### src/rtl/pms_pkg.sv
package pms_pkg;

  typedef enum logic [2:0] {
    SQ_UV_MUTE     = 3'd0,
    SQ_RESET_HOLD  = 3'd1,
    SQ_CALIBRATE   = 3'd2,
    SQ_CLEAR_GAINS = 3'd3,
    SQ_RUN         = 3'd4
  } sq_state_e;

  // larger of two counts, used to size the shared state timer
  function automatic int unsigned max_u(input int unsigned a, input int unsigned b);
    return (a > b) ? a : b;
  endfunction

  // true in the last cycle of a window of 'limit' cycles counted from zero
  function automatic logic at_limit(input logic [31:0] cnt, input int unsigned limit);
    return cnt == (limit - 1);
  endfunction

endpackage

### src/rtl/pms_sync.sv
module pms_sync #(
  parameter int   STAGES  = 2,
  parameter logic RST_VAL = 1'b0
) (
  input  logic clk,
  input  logic rst_n,
  input  logic d,
  output logic q
);
  logic [STAGES-1:0] sh;

  always_ff @(posedge clk or negedge rst_n) begin
    if (!rst_n) sh <= {STAGES{RST_VAL}};
    else        sh <= {sh[STAGES-2:0], d};
  end

  assign q = sh[STAGES-1];
endmodule

### src/rtl/pms_debounce.sv
module pms_debounce #(
  parameter int DEB = 8
) (
  input  logic clk,
  input  logic rst_n,
  input  logic s,
  output logic good
);
  localparam int CW = (DEB > 1) ? $clog2(DEB) : 1;

  logic [CW-1:0] run_cnt;

  // drops at once, rises only after DEB consecutive high samples
  always_ff @(posedge clk or negedge rst_n) begin
    if (!rst_n) begin
      good    <= 1'b0;
      run_cnt <= '0;
    end else if (!s) begin
      good    <= 1'b0;
      run_cnt <= '0;
    end else if (!good) begin
      if (run_cnt == CW'(DEB - 1)) good <= 1'b1;
      else                         run_cnt <= run_cnt + 1'b1;
    end
  end
endmodule

### src/rtl/pms_timer.sv
module pms_timer #(
  parameter int W = 8
) (
  input  logic         clk,
  input  logic         rst_n,
  input  logic         clr,
  output logic [W-1:0] cnt
);
  always_ff @(posedge clk or negedge rst_n) begin
    if (!rst_n)                cnt <= '0;
    else if (clr)              cnt <= '0;
    else if (cnt != {W{1'b1}}) cnt <= cnt + 1'b1;
  end
endmodule

### src/rtl/pwr_mute_seq.sv
module pwr_mute_seq
  import pms_pkg::*;
#(
  parameter int unsigned HOLD_CYCLES = 20_000_000,
  parameter int unsigned CAL_TIMEOUT = 2_000_000,
  parameter int unsigned DEB_CYCLES  = 8,
  parameter int unsigned SYNC_STAGES = 2
) (
  input  logic clk,
  input  logic rst_n,
  input  logic supply_ok_i,
  input  logic mute_n_i,
  input  logic cal_done_i,
  output logic sys_rst_o,
  output logic hw_mute_o,
  output logic cal_start_o,
  output logic gain_clear_o
);
  localparam int unsigned CNT_MAX = max_u(HOLD_CYCLES, CAL_TIMEOUT);
  localparam int          CNT_W   = $clog2(CNT_MAX + 1);

  sq_state_e          state, nxt;
  logic [CNT_W-1:0]   cnt;
  logic               supply_s, supply_good_f;
  logic               mute_n_s, mute_act, mute_prev, mute_req;
  logic               from_pin, cal_start_q;
  logic               hold_done, cal_expired, cal_finish, state_change;

  pms_sync #(.STAGES(SYNC_STAGES), .RST_VAL(1'b0)) u_sup_sync (
    .clk(clk), .rst_n(rst_n), .d(supply_ok_i), .q(supply_s));

  pms_debounce #(.DEB(DEB_CYCLES)) u_sup_deb (
    .clk(clk), .rst_n(rst_n), .s(supply_s), .good(supply_good_f));

  pms_sync #(.STAGES(SYNC_STAGES), .RST_VAL(1'b1)) u_mute_sync (
    .clk(clk), .rst_n(rst_n), .d(mute_n_i), .q(mute_n_s));

  pms_timer #(.W(CNT_W)) u_timer (
    .clk(clk), .rst_n(rst_n), .clr(state_change), .cnt(cnt));

  // named internal events
  assign mute_act     = ~mute_n_s;
  assign mute_req     = mute_act & ~mute_prev;
  assign hold_done    = at_limit(32'(cnt), HOLD_CYCLES);
  assign cal_expired  = at_limit(32'(cnt), CAL_TIMEOUT);
  assign cal_finish   = cal_done_i | cal_expired;
  assign state_change = (nxt != state);

  always_comb begin
    nxt = state;
    if (!supply_good_f) begin
      nxt = SQ_UV_MUTE;
    end else begin
      unique case (state)
        SQ_UV_MUTE:     nxt = SQ_RESET_HOLD;
        SQ_RESET_HOLD:  if (hold_done) nxt = SQ_CALIBRATE;
        SQ_CALIBRATE:   if (cal_finish) nxt = from_pin ? SQ_RUN : SQ_CLEAR_GAINS;
        SQ_CLEAR_GAINS: nxt = SQ_RUN;
        SQ_RUN:         if (mute_req) nxt = SQ_CALIBRATE;
        default:        nxt = SQ_UV_MUTE;
      endcase
    end
  end

  always_ff @(posedge clk or negedge rst_n) begin
    if (!rst_n) begin
      state       <= SQ_UV_MUTE;
      from_pin    <= 1'b0;
      cal_start_q <= 1'b0;
      mute_prev   <= 1'b0;
    end else begin
      state       <= nxt;
      mute_prev   <= mute_act;
      cal_start_q <= (nxt == SQ_CALIBRATE) && (state != SQ_CALIBRATE);
      if ((nxt == SQ_CALIBRATE) && (state != SQ_CALIBRATE))
        from_pin <= (state == SQ_RUN);
    end
  end

  assign sys_rst_o    = (state == SQ_UV_MUTE) || (state == SQ_RESET_HOLD);
  assign hw_mute_o    = (state != SQ_RUN) || !supply_good_f || mute_act;
  assign cal_start_o  = cal_start_q;
  assign gain_clear_o = (state == SQ_CLEAR_GAINS);
endmodule

### config.mk
export PLATFORM = sky130hd
export DESIGN_NAME = pwr_mute_seq
export DESIGN_NICKNAME = d
export VERILOG_FILES = /design/src/rtl/pms_pkg.sv /design/src/rtl/pms_sync.sv /design/src/rtl/pms_debounce.sv /design/src/rtl/pms_timer.sv /design/src/rtl/pwr_mute_seq.sv
export SDC_FILE = /design/constraint.sdc
export NUM_CORES = 1
export LEC_CHECK = 0
export BUFFER_PORTS_ARGS = -buffer_cell sky130_fd_sc_hd__buf_2
export CAP_MARGIN = 20
export CORE_MARGIN = 3
export CORE_UTILIZATION = 50
export CTS_CLUSTER_SIZE = 12
export DETAILED_ROUTE_END_ITERATION = 8
export GPL_TIMING_DRIVEN = 1
export PLACE_DENSITY_LB_ADDON = 0.12
export SYNTH_ARGS = -nofsm -noshare
export SYNTH_HDL_FRONTEND = slang
export SYNTH_HIERARCHICAL = 1
export SYNTH_SLANG_ARGS = --single-unit
### constraint.sdc
create_clock -name clk -period 3.8 [get_ports clk]
set_clock_uncertainty 0.15 [all_clocks]
set_input_delay 0.19 -clock clk [delete_from_list [all_inputs] [get_ports clk]]
set_output_delay 0.19 -clock clk [all_outputs]
set_load 0.02 [all_outputs]
==> metrics.csv, run 1 <==
stage;metric;value;unit
grt;busiest_layer;met2;
cells_and_area;syn2layout_area_growth;9.97;%
cts;cts_made_buffers;5;
grt;use_met1;27.4;%
timing;slew_headroom;32.5;%
power_and_ir_drop;clkPwrFrac;36.0;%
cts;cts_tree;yes;
placement;numPortBuffers;8;
cells_and_area;stdcell_count;298;
cts;htreeDepth;2;
power_and_ir_drop;p_int;0.738;mW
power_and_ir_drop;seq_power_share;51.9;%
logic_synthesis;yosysTopAreaCell;dfrtp_1;
logic_synthesis;async_flop_share;100;%
timing;finalSetupTns;0;ps
route;drtIter0Drc;125;
cells_and_area;seqCellArea;978;µm²
setup_path;reg2reg_from;u_timer/cnt[17]$_DFFE_PN0P_;
logic_synthesis;syn-num-nets;246;
route;routed_via_density;6.14;
power_and_ir_drop;switchingPower;0.277;mW
floorplan;core_area;4200;µm²
power_and_ir_drop;power_leakage;1.02;nW
power_and_ir_drop;vdd.ir_drop.worst;0.343;mV
logic_synthesis;yosysUniqueCellTypes;49;
setup_path;required;3830;ps
route;routed_wl;4830;µm
timing;tightest_slew;1000;ps
timing;rsz0062_at_grt;false;
timing;fin_crit;2970;ps
grt;grt_usage;20.4;%
cells_and_area;finalNetCount;255;
logic_synthesis;yosysSeqAreaShare;43.1;%
cells_and_area;multi_input_area;1230;µm²
logic_synthesis;yosysMostFrequentCell;dfrtp_1;
worst_hold_path;hold-path-endpoint;state[1]$_DFF_PN0_;
worst_hold_path;hold_depth;4;
flow_run;maxCapViolCount;0;
logic_synthesis;avgSynthCellArea;9.55;µm²
placement;gp_congestion;0.870;
cts;cts_buffer_depth;2;
route;ant_nets;0;
grt;antenna_found_initial;0;
timing;finalSetupViolations;0;
cells_and_area;drive_gt1_share;17.3;%
cells_and_area;n_antenna_cell;0;
floorplan;io-pin-count;9;
route;via_count;1829;
logic_synthesis;synth_edf_count;0;
floorplan;start_util;54.1;%
cts;path_clk_slew;80;ps
setup_path;rrSetupSlack;830;ps
floorplan;fp.dieH;73.4;µm
timing;drv_slew;0;
setup_path;rr_endpoint;u_timer/cnt[23]$_DFFE_PN0P_;
worst_hold_path;hp-class;in -> reg;
logic_synthesis;synthFlopType;dfrtp_1;
grt;grt_pass1_vias;1769;
floorplan;die_x;73.4;µm
grt;grt_pass1_wl;8480;µm
grt;grt_use_met3;6.16;%
grt;overflow;0;
route;wl_per_cell;16.2;µm
power_and_ir_drop;combPwrFrac;12.0;%
grt;grt_max_degree;40;
route;firstDrtPassIters;4;
route;drc;0;
floorplan;die_area;5390;µm²
placement;placed_cells;287;
timing;period_share;78.0;%
timing;whs;105;ps
placement;dp_hpwl;3250;µm
setup_path;crit_type;reg -> reg;
power_and_ir_drop;swShare;27.3;%
setup_path;reg2reg_depth;8;
grt;use_met2;32.1;%
power_and_ir_drop;p_per_area;406;nW/µm²
setup_path;critPathMaxFanout;39;
timing;fmax;337;MHz
setup_path;cp_cell_sequence;or4b_2 > nor3_1 > nand2_1 > a22o_1 > a32oi_2 > buf_4 > nor2_1 > mux2_1;
setup_path;start_kind;flip-flop;
cts;clk_latency;300;ps
cts;clock_sinks;39;
timing;hold_viol;0;
cts;root_buffer;clkbuf_8;
outcome;outcome;completed;
logic_synthesis;yosysWarnings;6;
cells_and_area;fill_cells;363;
worst_hold_path;hold_start;cal_done_i;
floorplan;fp-row-count;23;
setup_path;end_kind;flip-flop;
logic_synthesis;synth_area;2270;µm²
logic_synthesis;synth_commonest_cells;37 x dfrtp_1, 23 x nor2_1, 15 x nand2_1, 14 x a21oi_1, 14 x nor2b_1;
setup_path;cpMaxStageDelayCell;or4b_2;
setup_path;slowest_delay;690;ps
logic_synthesis;syn_inst;238;
setup_path;crit_arrival;3000;ps
logic_synthesis;yosys-top-cells-area;dfrtp_1 41%, mux2_2 5.5%, nor2b_1 3.9%;
logic_synthesis;ys_ff_latch;39;
logic_synthesis;yosys.area.top_type_share;40.7;%
## critical path, delay by kind of cell (launching register included)
kind                   cells  cell delay (ps)
and+or+nand+nor            4             1170
DFF                        1              460
AOI/OAI and AO/OA          2              380
buffers and inverters      1              370
muxes                      1              300
## worst max path at each step
stage                                start                           to  slack, ps  cells after the start
6_report       u_timer/cnt[17]$_DFFE_PN0P_  u_timer/cnt[23]$_DFFE_PN0P_        830                      8
5_1_grt        u_timer/cnt[17]$_DFFE_PN0P_  u_timer/cnt[19]$_DFFE_PN0P_        630                      8
4_1_cts        u_timer/cnt[17]$_DFFE_PN0P_  u_timer/cnt[23]$_DFFE_PN0P_        850                      8
3_5_place_dp   u_timer/cnt[17]$_DFFE_PN0P_  u_timer/cnt[23]$_DFFE_PN0P_        870                      8
3_3_place_gp   u_timer/cnt[17]$_DFFE_PN0P_  u_timer/cnt[10]$_DFFE_PN0P_        960                      8
2_1_floorplan  u_timer/cnt[17]$_DFFE_PN0P_  u_timer/cnt[14]$_DFFE_PN0P_        970                      8
## sequential cells by signal, summed over array words and instances (netlist names)
name,flops
u_sup_sync/sh,2
u_sup_deb/good,1
from_pin,1
u_sup_deb/run_cnt,3
cal_start_o,1
state,3
mute_prev,1
u_mute_sync/sh,2
u_timer/cnt,25
## layer usage
layer / vias to the layer above / wire length [µm] / share of wire, %
li1: 916 / - / -
met1: 876 / 2330 / 48
met2: 30 / 2250 / 47
met3: 7 / 185 / 3.8
met4: 0 / 57 / 1.2
met5: - / 0 / 0
## power groups by stage
stage | Clock, mW | Combinational (mW) | Sequential [mW]
6_report | 0.366 | 0.122 | 0.527
5_1_grt | 0.394 | 0.142 | 0.538
4_1_cts | 0.374 | 0.123 | 0.526
3_5_place_dp | 0 | 0.121 | 0.534
3_3_place_gp | 0 | 0.117 | 0.532
2_1_floorplan | 0 | 0.0952 | 0.516
## stage by stage
| stage | total power, mW | setup WS (ps) | utilization, % | area [µm²] |
|---|---|---|---|---|
| final | 1.02 | 835 | 59.5 | 2500 |
| after global routing | 1.07 | 635 | 59.5 | 2500 |
| after CTS | 1.02 | 854 | 59.5 | 2500 |
| after detailed placement | 0.654 | 871 | 56.0 | 2350 |
| after global placement | 0.649 | 956 | 56.0 | 2350 |
| after floorplan | 0.612 | 974 | - | 2270 |
## final cells by class
class | count | area share [%]
well taps | 50 | 2.50
flip-flops and latches | 39 | 39.2
repair buffers | 12 | 3.10
inverters | 8 | 1.20
clock buffers | 6 | 3.30
clock inverters | 2 | 1.40
multi-input cells | 181 | 49.3
## layout by cell type (no fill, tap or decap), types with 5 or more instances in the layout
cell       n
a211oi_1   6
a21oi_1   14
buf_2      8
clkbuf_8   6
dfrtp_1   37
inv_1      8
mux2_2    11
nand2_1   15
nand3_1   11
nand4_1    8
nor2_1    23
nor2b_1   14
nor3_1     5
o21ai_0    8
## kinds of logic (layout without fill, tap and decap cells)
| kind of cell | count (synthesis) | count (layout) | synth area share (%) |
|---|---|---|---|
| buffers and inverters | 18 | 28 | 3.03 |
| and+or+nand+nor | 109 | 109 | 28.6 |
| adders and majority gates | 3 | 3 | 1.65 |
| AOI/OAI and AO/OA | 55 | 55 | 16.7 |
| muxes | 14 | 14 | 6.94 |
| DFF | 39 | 39 | 43.1 |
## repair_timing
| action | 4_1_cts | 5_1_grt |
|---|---|---|
| hold endpoints to repair | 39 | 0 |
| hold buffers | 3 | 0 |
| setup endpoints to repair | 0 | 0 |
| resized for setup | 0 | 0 |
| setup buffers | 0 | 0 |
Power figures use the tool's default switching activity.
==> run 2: changes to the inputs <==
--- a/config.mk
+++ b/config.mk
@@ -5,6 +5,7 @@
 export SDC_FILE = /design/constraint.sdc
 export NUM_CORES = 1
 export LEC_CHECK = 0
+export ABC_AREA = 1
 export BUFFER_PORTS_ARGS = -buffer_cell sky130_fd_sc_hd__buf_2
 export CAP_MARGIN = 20
 export CORE_MARGIN = 3
==> constraint.sdc (replaced) <==
create_clock -name clk -period 3 [get_ports clk]
set_clock_uncertainty 0.15 [all_clocks]
set_input_delay 0.15 -clock clk [delete_from_list [all_inputs] [get_ports clk]]
set_output_delay 0.15 -clock clk [all_outputs]
set_load 0.02 [all_outputs]
==> metrics.csv, run 2 <==
stage;metric;value;unit;change
outcome;outcome;completed;;
logic_synthesis;yosysWarnings;6;;unchanged
grt;grt_pass1_vias;1963;;+11%
cells_and_area;drive_gt1_share;13.3;%;-4.0 points
setup_path;slowest_delay;490;ps;-200 ps
timing;hold_viol;0;;unchanged
route;dr_wl_met3;264;µm;+43%
setup_path;crit_top_cell;nand2_1;;
placement;placed_cells;422;;+47%
cells_and_area;reg.largest.list;u_timer/cnt: 25 flops, state: 3 flops, u_sup_deb/run_cnt: 3 flops;;
logic_synthesis;synth_area;2430;µm²;+6.9%
setup_path;critPathMaxFanout;23;;-41%
logic_synthesis;synthFlopType;dfrtp_1;;
placement;dp_hpwl;3830;µm;+18%
worst_hold_path;hold_depth;7;;+3
logic_synthesis;avgSynthCellArea;6.90;µm²;-28%
floorplan;fp.dieH;75.7;µm;+3.1%
logic_synthesis;yosysMostFrequentCell;nand2_1;;
timing;finalSetupTns;0;ps;unchanged
worst_hold_path;hold-path-endpoint;state[0]$_DFF_PN0_;;
grt;antenna_found_initial;0;;unchanged
grt;grt_pass1_wl;8940;µm;+5.4%
logic_synthesis;yosysTopAreaCell;dfrtp_1;;
floorplan;core_area;4530;µm²;+7.9%
timing;drv_slew;0;;unchanged
placement;dpl_cell_area;2530;µm²;+7.6%
setup_path;start_kind;flip-flop;;
floorplan;die_x;75.7;µm;+3.1%
power_and_ir_drop;p_per_area;510;nW/µm²;+25%
logic_synthesis;yosys.area.top_type_share;38.1;%;-2.6 points
route;via_count;2205;;+21%
cts;cts_made_buffers;5;;unchanged
cells_and_area;n_antenna_cell;0;;unchanged
setup_path;end_kind;flip-flop;;
route;firstDrtPassIters;5;;+1
cells_and_area;largest_reg_flops;25;;unchanged
logic_synthesis;yosysSeqAreaShare;40.3;%;-2.8 points
grt;grt_max_degree;40;;unchanged
setup_path;crit_type;reg -> reg;;
setup_path;reg2reg_from;u_timer/cnt[0]$_DFFE_PN0P_;;
logic_synthesis;synth_commonest_cells;129 x nand2_1, 44 x nand3_1, 41 x nor2_1, 37 x dfrtp_1, 36 x inv_1;;
setup_path;cpMaxStageDelayCell;dfrtp_1;;
cells_and_area;largest_register;u_timer/cnt;;
cts;root_buffer;clkbuf_8;;
worst_hold_path;hold_start;cal_done_i;;
timing;rsz0062_at_grt;false;;
route;wl_per_cell;12.2;µm;-24%
route;routed_via_density;5.09;;-17%
timing;finalSetupViolations;0;;unchanged
setup_path;rrSetupSlack;640;ps;-190 ps
power_and_ir_drop;vdd.ir_drop.worst;0.272;mV;-21%
cells_and_area;stdcell_count;433;;+45%
logic_synthesis;yosysUniqueCellTypes;29;;-41%
cts;cts_tree;yes;;
cells_and_area;fin_util;58.4;%;-1.0 points
logic_synthesis;yosys-top-cells-area;dfrtp_1 38%, nand2_1 20%, nand3_1 9.1%;;
setup_path;reg2reg_depth;17;;+9
placement;gp_congestion;0.903;;+3.8%
worst_hold_path;hp-class;in -> reg;;
route;drtIter0Drc;206;;+65%
logic_synthesis;async_flop_share;100;%;unchanged
route;ant_nets;0;;unchanged
setup_path;cp_cell_sequence;nand2_1 > nor2_1 > nand2_1 > nor2_1 > nand2_1 > nand2_2 > nand2_1 > nand2_1 > nand2_2 > nand2_2 > nand2_1 > nand2_1 > nand3_1 > inv_1 > buf_4 > nand3_1 > o21ai_1;;
cells_and_area;layout_commonest_cell;nand2_1;;
cts;cts_resized;0;;unchanged
route;met1_length;2620;µm;+12%
floorplan;start_util;53.6;%;-0.49 points
route;routed.top_layer;met4;;
cells_and_area;fin_area;2650;µm²;+6.1%
cts;clock_sinks;39;;unchanged
route;met2_length;2330;µm;+3.5%
setup_path;crit_arrival;2420;ps;-580 ps
cts;htreeDepth;2;;unchanged
cells_and_area;layout_common_cells;129 x nand2_1, 44 x nand3_1, 41 x nor2_1;;
floorplan;die_area;5730;µm²;+6.4%
cts;cts_buffer_depth;2;;unchanged
setup_path;required;3070;ps;-760 ps
cts;path_clk_slew;80;ps;about the same
route;routed_wl;5300;µm;+9.8%
timing;tightest_slew;844;ps;-160 ps
timing;fmax;424;MHz;+26%
timing;fin_crit;2360;ps;-608 ps
route;drc;0;;unchanged
floorplan;io-pin-count;9;;unchanged
flow_run;maxCapViolCount;0;;unchanged
cts;clk_latency;290;ps;about the same
timing;period_share;78.6;%;+0.54 points
power_and_ir_drop;power_leakage;1.32;nW;+30%
grt;overflow;0;;unchanged
cells_and_area;finalNetCount;375;;+47%
floorplan;fp-row-count;24;;+4.3%
logic_synthesis;ys_ff_latch;39;;unchanged
timing;slew_headroom;43.7;%;+11 points
grt;grt_usage;20.5;%;+0.099 points
logic_synthesis;syn_inst;352;;+48%
placement;numPortBuffers;8;;unchanged
setup_path;rr_endpoint;u_timer/cnt[1]$_DFFE_PN0P_;;
logic_synthesis;syn-num-nets;360;;+46%
logic_synthesis;synth_edf_count;0;;unchanged
cells_and_area;syn2layout_area_growth;9.06;%;
-- run 2: power by group --
part / internal [mW] / total [mW] / leakage [nW] / switching (mW)
Combinational: 0.117 / 0.317 / 0.766 / 0.200
Clock: 0.185 / 0.363 / 0.0482 / 0.178
Sequential: 0.586 / 0.670 / 0.509 / 0.0848
-- run 2: repair_timing --
item	4_1_cts	5_1_grt
setup buffers	0	0
hold buffers	3	0
endpoints found under the hold margin	39	0
endpoints found under the setup margin	0	0
-- run 2: cell type report --
cell class / count / area, µm²
Inverter: 43 / 163
Clock buffer: 7 / 86.3
Timing Repair Buffer: 12 / 77.6
Multi-Input combinational cell: 266 / 1260
Sequential cell: 39 / 978
Fill cell: 452 / 1880
Tap cell: 65 / 81.3
Clock inverter: 1 / 5.00
-- run 2: worst max-delay path by stage --
stage                                from                    endpoint  slack, ps  cells past startpoint
2_1_floorplan          state[1]$_DFF_PN0_  u_timer/cnt[4]$_DFFE_PN0P_        820                     12
3_3_place_gp   u_timer/cnt[0]$_DFFE_PN0P_  u_timer/cnt[1]$_DFFE_PN0P_        700                     17
3_5_place_dp   u_timer/cnt[8]$_DFFE_PN0P_  u_timer/cnt[1]$_DFFE_PN0P_        670                     16
4_1_cts        u_timer/cnt[8]$_DFFE_PN0P_  u_timer/cnt[1]$_DFFE_PN0P_        660                     16
5_1_grt        u_timer/cnt[8]$_DFFE_PN0P_  u_timer/cnt[0]$_DFFE_PN0P_        340                     15
6_report       u_timer/cnt[0]$_DFFE_PN0P_  u_timer/cnt[1]$_DFFE_PN0P_        640                     17
-- run 2: kinds of logic (layout without fill, tap and decap cells) --
logic type	count (synthesis)	in the layout	synth area share, %
AND/OR/NAND/NOR	249	249	46.4
buffers and inverters	47	63	7.93
flip-flops	39	39	40.3
AO/OA/AOI/OAI	14	14	3.81
adder cells (fa/ha/maj)	3	3	1.54
-- run 2: worst max-delay path, delay by kind of cell (launching register included) --
family                 cells  cell delay, ps
and+or+nand+nor           14            1120
DFF                        1             490
buffers and inverters      2             420
AOI/OAI and AO/OA          1              90
-- run 2: per-stage QoR --
step / hold slack [ps] / setup slack, ps / power (mW)
6_report: 185 / 643 / 1.35
5_1_grt: 214 / 343 / 1.45
4_1_cts: 179 / 661 / 1.35
3_5_place_dp: 107 / 671 / 0.989
3_3_place_gp: 105 / 700 / 0.981
2_1_floorplan: -296 / 824 / 0.897
-- run 2: routing by layer --
| layer | GRT usage (%) | vias up |
|---|---|---|
| li1 | - | 1129 |
| met1 | 30.0 | 1014 |
| met2 | 30.1 | 56 |
| met3 | 3.69 | 6 |
| met4 | 8.16 | 0 |
| met5 | 0 | - |
==> run 3: changes to the inputs <==
==> constraint.sdc (replaced) <==
create_clock -name clk -period 2.05 [get_ports clk]
set_clock_uncertainty 0.15 [all_clocks]
set_input_delay 0.1025 -clock clk [delete_from_list [all_inputs] [get_ports clk]]
set_output_delay 0.1025 -clock clk [all_outputs]
set_load 0.02 [all_outputs]
==> metrics.csv, run 3 (synthesis gave the netlist of run 2 again) <==
stage;metric;value;unit;change
outcome;outcome;finished, violations left;;
outcome;violations;setup timing;;
cells_and_area;largest_register;u_timer/cnt;;
cts;root_buffer;clkbuf_8;;
setup_path;timing.critical_path.buf_inv;3;;+1
timing;fmax;459;MHz;+8.2%
power_and_ir_drop;swShare;34.9;%;+0.67 points
setup_path;crit_type;reg -> reg;;
timing;finalSetupViolations;24;;+24
cells_and_area;syn2layout_area_growth;29.1;%;
cts;htreeDepth;2;;unchanged
route;routed_wl;5960;µm;+13%
timing;hold_viol;0;;unchanged
timing;worst_slack;-128;ps;-771 ps
cells_and_area;fin_util;69.2;%;+11 points
floorplan;fp-row-count;24;;unchanged
cells_and_area;stdcell_count;472;;+9.0%
setup_path;reg2reg_from;u_timer/cnt[6]$_DFFE_PN0P_;;
timing;period_share;106;%;+28 points
placement;gp_congestion;0.978;;+8.3%
timing;fin_crit;2180;ps;-179 ps
setup_path;crit_top_cell;nand2_2;;
power_and_ir_drop;seq_power_share;42.2;%;-7.4 points
setup_path;crit_cells;17;;unchanged
grt;grt_pass1_vias;2278;;+16%
floorplan;start_util;53.6;%;unchanged
grt;grt_pass1_wl;10000;µm;+12%
power_and_ir_drop;p_int;1.40;mW;+58%
route;firstDrtPassIters;4;;-1
power_and_ir_drop;combPwrFrac;33.9;%;+10 points
timing;tightest_slew;486;ps;-358 ps
grt;overflow;0;;unchanged
floorplan;fp.dieH;75.7;µm;unchanged
setup_path;start_kind;flip-flop;;
power_and_ir_drop;power;2.15;mW;+59%
setup_path;critPathMaxFanout;7;;-70%
timing;slew_headroom;67.6;%;+24 points
cts;cts_made_buffers;5;;unchanged
cells_and_area;finalNetCount;414;;+10%
cells_and_area;drive_gt1_share;29.5;%;+16 points
route;routed_via_density;5.02;;-1.5%
route;drc;0;;unchanged
timing;rsz0062_at_grt;true;;
placement;dp_hpwl;4400;µm;+15%
cells_and_area;fill_cells;378;;-16%
placement;place_ws;-99.8;ps;-771 ps
setup_path;reg2reg_depth;17;;unchanged
setup_path;crit_family;simple AND/OR/NAND/NOR gates;;
timing;drv_slew;0;;unchanged
setup_path;startpoint;u_timer/cnt[6]$_DFFE_PN0P_;;
flow_run;maxCapViolCount;0;;unchanged
route;drtIter0Drc;165;;-20%
power_and_ir_drop;clkPwrFrac;24.0;%;-2.9 points
placement;placed_cells;458;;+8.5%
setup_path;rrSetupSlack;-130;ps;-770 ps
grt;grt_usage;23.2;%;+2.7 points
setup_path;cp_cell_sequence;inv_1 > nor2_2 > nand3b_1 > nor2_2 > nand2_1 > nand2_2 > nand2_2 > nand2_2 > nand2_2 > nand2_2 > nand2_2 > nand2_2 > nand3_2 > inv_4 > nand3_4 > clkbuf_16 > nand2_2;;
floorplan;die_x;75.7;µm;unchanged
power_and_ir_drop;power_leakage;1.56;nW;+18%
placement;numPortBuffers;8;;unchanged
grt;grt_max_degree;40;;unchanged
route;ant_nets;0;;unchanged
floorplan;io-pin-count;9;;unchanged
setup_path;required;2130;ps;-940 ps
cts;cts_buffer_depth;2;;unchanged
setup_path;crit_arrival;2260;ps;-160 ps
setup_path;end_kind;flip-flop;;
setup_path;endpoint;u_timer/cnt[3]$_DFFE_PN0P_;;
cells_and_area;reg.largest.list;u_timer/cnt: 25 flops, state: 3 flops, u_sup_deb/run_cnt: 3 flops;;
power_and_ir_drop;switchingPower;0.751;mW;+62%
cells_and_area;largest_reg_flops;25;;unchanged
route;wl_per_cell;12.6;µm;+3.2%
cells_and_area;layout_commonest_cell;nand2_1;;
cells_and_area;layout_common_cells;106 x nand2_1, 41 x nand3_1, 39 x nor2_1;;
cells_and_area;n_antenna_cell;0;;unchanged
worst_hold_path;hp-class;reg -> reg;;
setup_path;slowest_delay;370;ps;-120 ps
cts;path_clk_slew;80;ps;about the same
cts;cts_tree;yes;;
cts;clock_sinks;39;;unchanged
cts;clk_latency;300;ps;about the same
route;via_count;2368;;+7.4%
power_and_ir_drop;p_per_area;685;nW/µm²;+34%
grt;antenna_found_initial;0;;unchanged
floorplan;die_area;5730;µm²;unchanged
setup_path;rr_endpoint;u_timer/cnt[3]$_DFFE_PN0P_;;
setup_path;cpMaxStageDelayCell;dfrtp_1;;
power_and_ir_drop;vdd.ir_drop.worst;0.506;mV;+86%
floorplan;core_area;4530;µm²;unchanged
-- run 3: stage by stage --
stage | TNS, ps | hold WS (ps) | instance area [µm²]
floorplan | 0 | -343 | 2440
global placement | -1060 | 30.5 | 2840
detailed placement | -1900 | 40.8 | 2840
CTS | -837 | 213 | 2980
global route | -6660 | 216 | 3140
finish | -2370 | 209 | 3140
-- run 3: worst reg2reg max path, stage by stage (launching register included) --
cell,delay [ps]
dfrtp_1,370
inv_1,80
nor2_2,90
nand3b_1,100
nor2_2,160
nand2_1,80
nand2_2,100
nand2_2,50
nand2_2,50
nand2_2,60
nand2_2,60
nand2_2,50
nand2_2,60
nand3_2,90
inv_4,100
nand3_4,170
clkbuf_16,230
nand2_2,50
-- run 3: routing by layer --
| metal | track usage, % | part of all wire, % |
|---|---|---|
| met1 | 30.6 | 48 |
| met2 | 37.7 | 47 |
| met4 | 6.99 | 0.92 |
| met5 | 0 | 0 |
| met3 | 5.80 | 4.4 |
-- run 3: worst min-delay path by stage --
stage | start | end | cells after the start
finish | u_mute_sync/sh[0]$_DFF_PN1_ | u_mute_sync/sh[1]$_DFF_PN1_ | 0
global route | u_mute_sync/sh[0]$_DFF_PN1_ | u_mute_sync/sh[1]$_DFF_PN1_ | 0
CTS | u_mute_sync/sh[0]$_DFF_PN1_ | u_mute_sync/sh[1]$_DFF_PN1_ | 0
detailed placement | rst_n | u_timer/cnt[6]$_DFFE_PN0P_ | 2
global placement | rst_n | u_timer/cnt[23]$_DFFE_PN0P_ | 2
floorplan | rst_n | cal_start_o$_DFF_PN0_ | 0
-- run 3: power groups by stage --
stage / Sequential, mW / Combinational [mW] / Clock [mW]
3_3_place_gp: 0.915 / 0.635 / 0
4_1_cts: 0.906 / 0.670 / 0.528
2_1_floorplan: 0.952 / 0.362 / 0
3_5_place_dp: 0.921 / 0.647 / 0
6_report: 0.906 / 0.728 / 0.515
5_1_grt: 0.916 / 0.815 / 0.558
-- run 3: cell type report --
class	instances	area [µm²]	area share (%)
clock buffers	6	72.6	2.31
clock inverters	2	12.5	0.399
inverters	43	165	5.27
multi-input cells	266	1380	44.1
flip-flops and latches	39	978	31.2
well taps	65	81.3	2.59
repair buffers	51	443	14.1
-- run 3: repair_timing --
| item | in CTS | in global routing |
|---|---|---|
| cloned | 0 | 2 |
| hold buffers | 3 | 0 |
| hold endpoints to repair | 39 | 0 |
| gates resized for setup | 5 | 34 |
| pin swaps | 2 | 23 |
| endpoints found under the setup margin | 24 | 25 |
| buffers inserted | 0 | 1 |
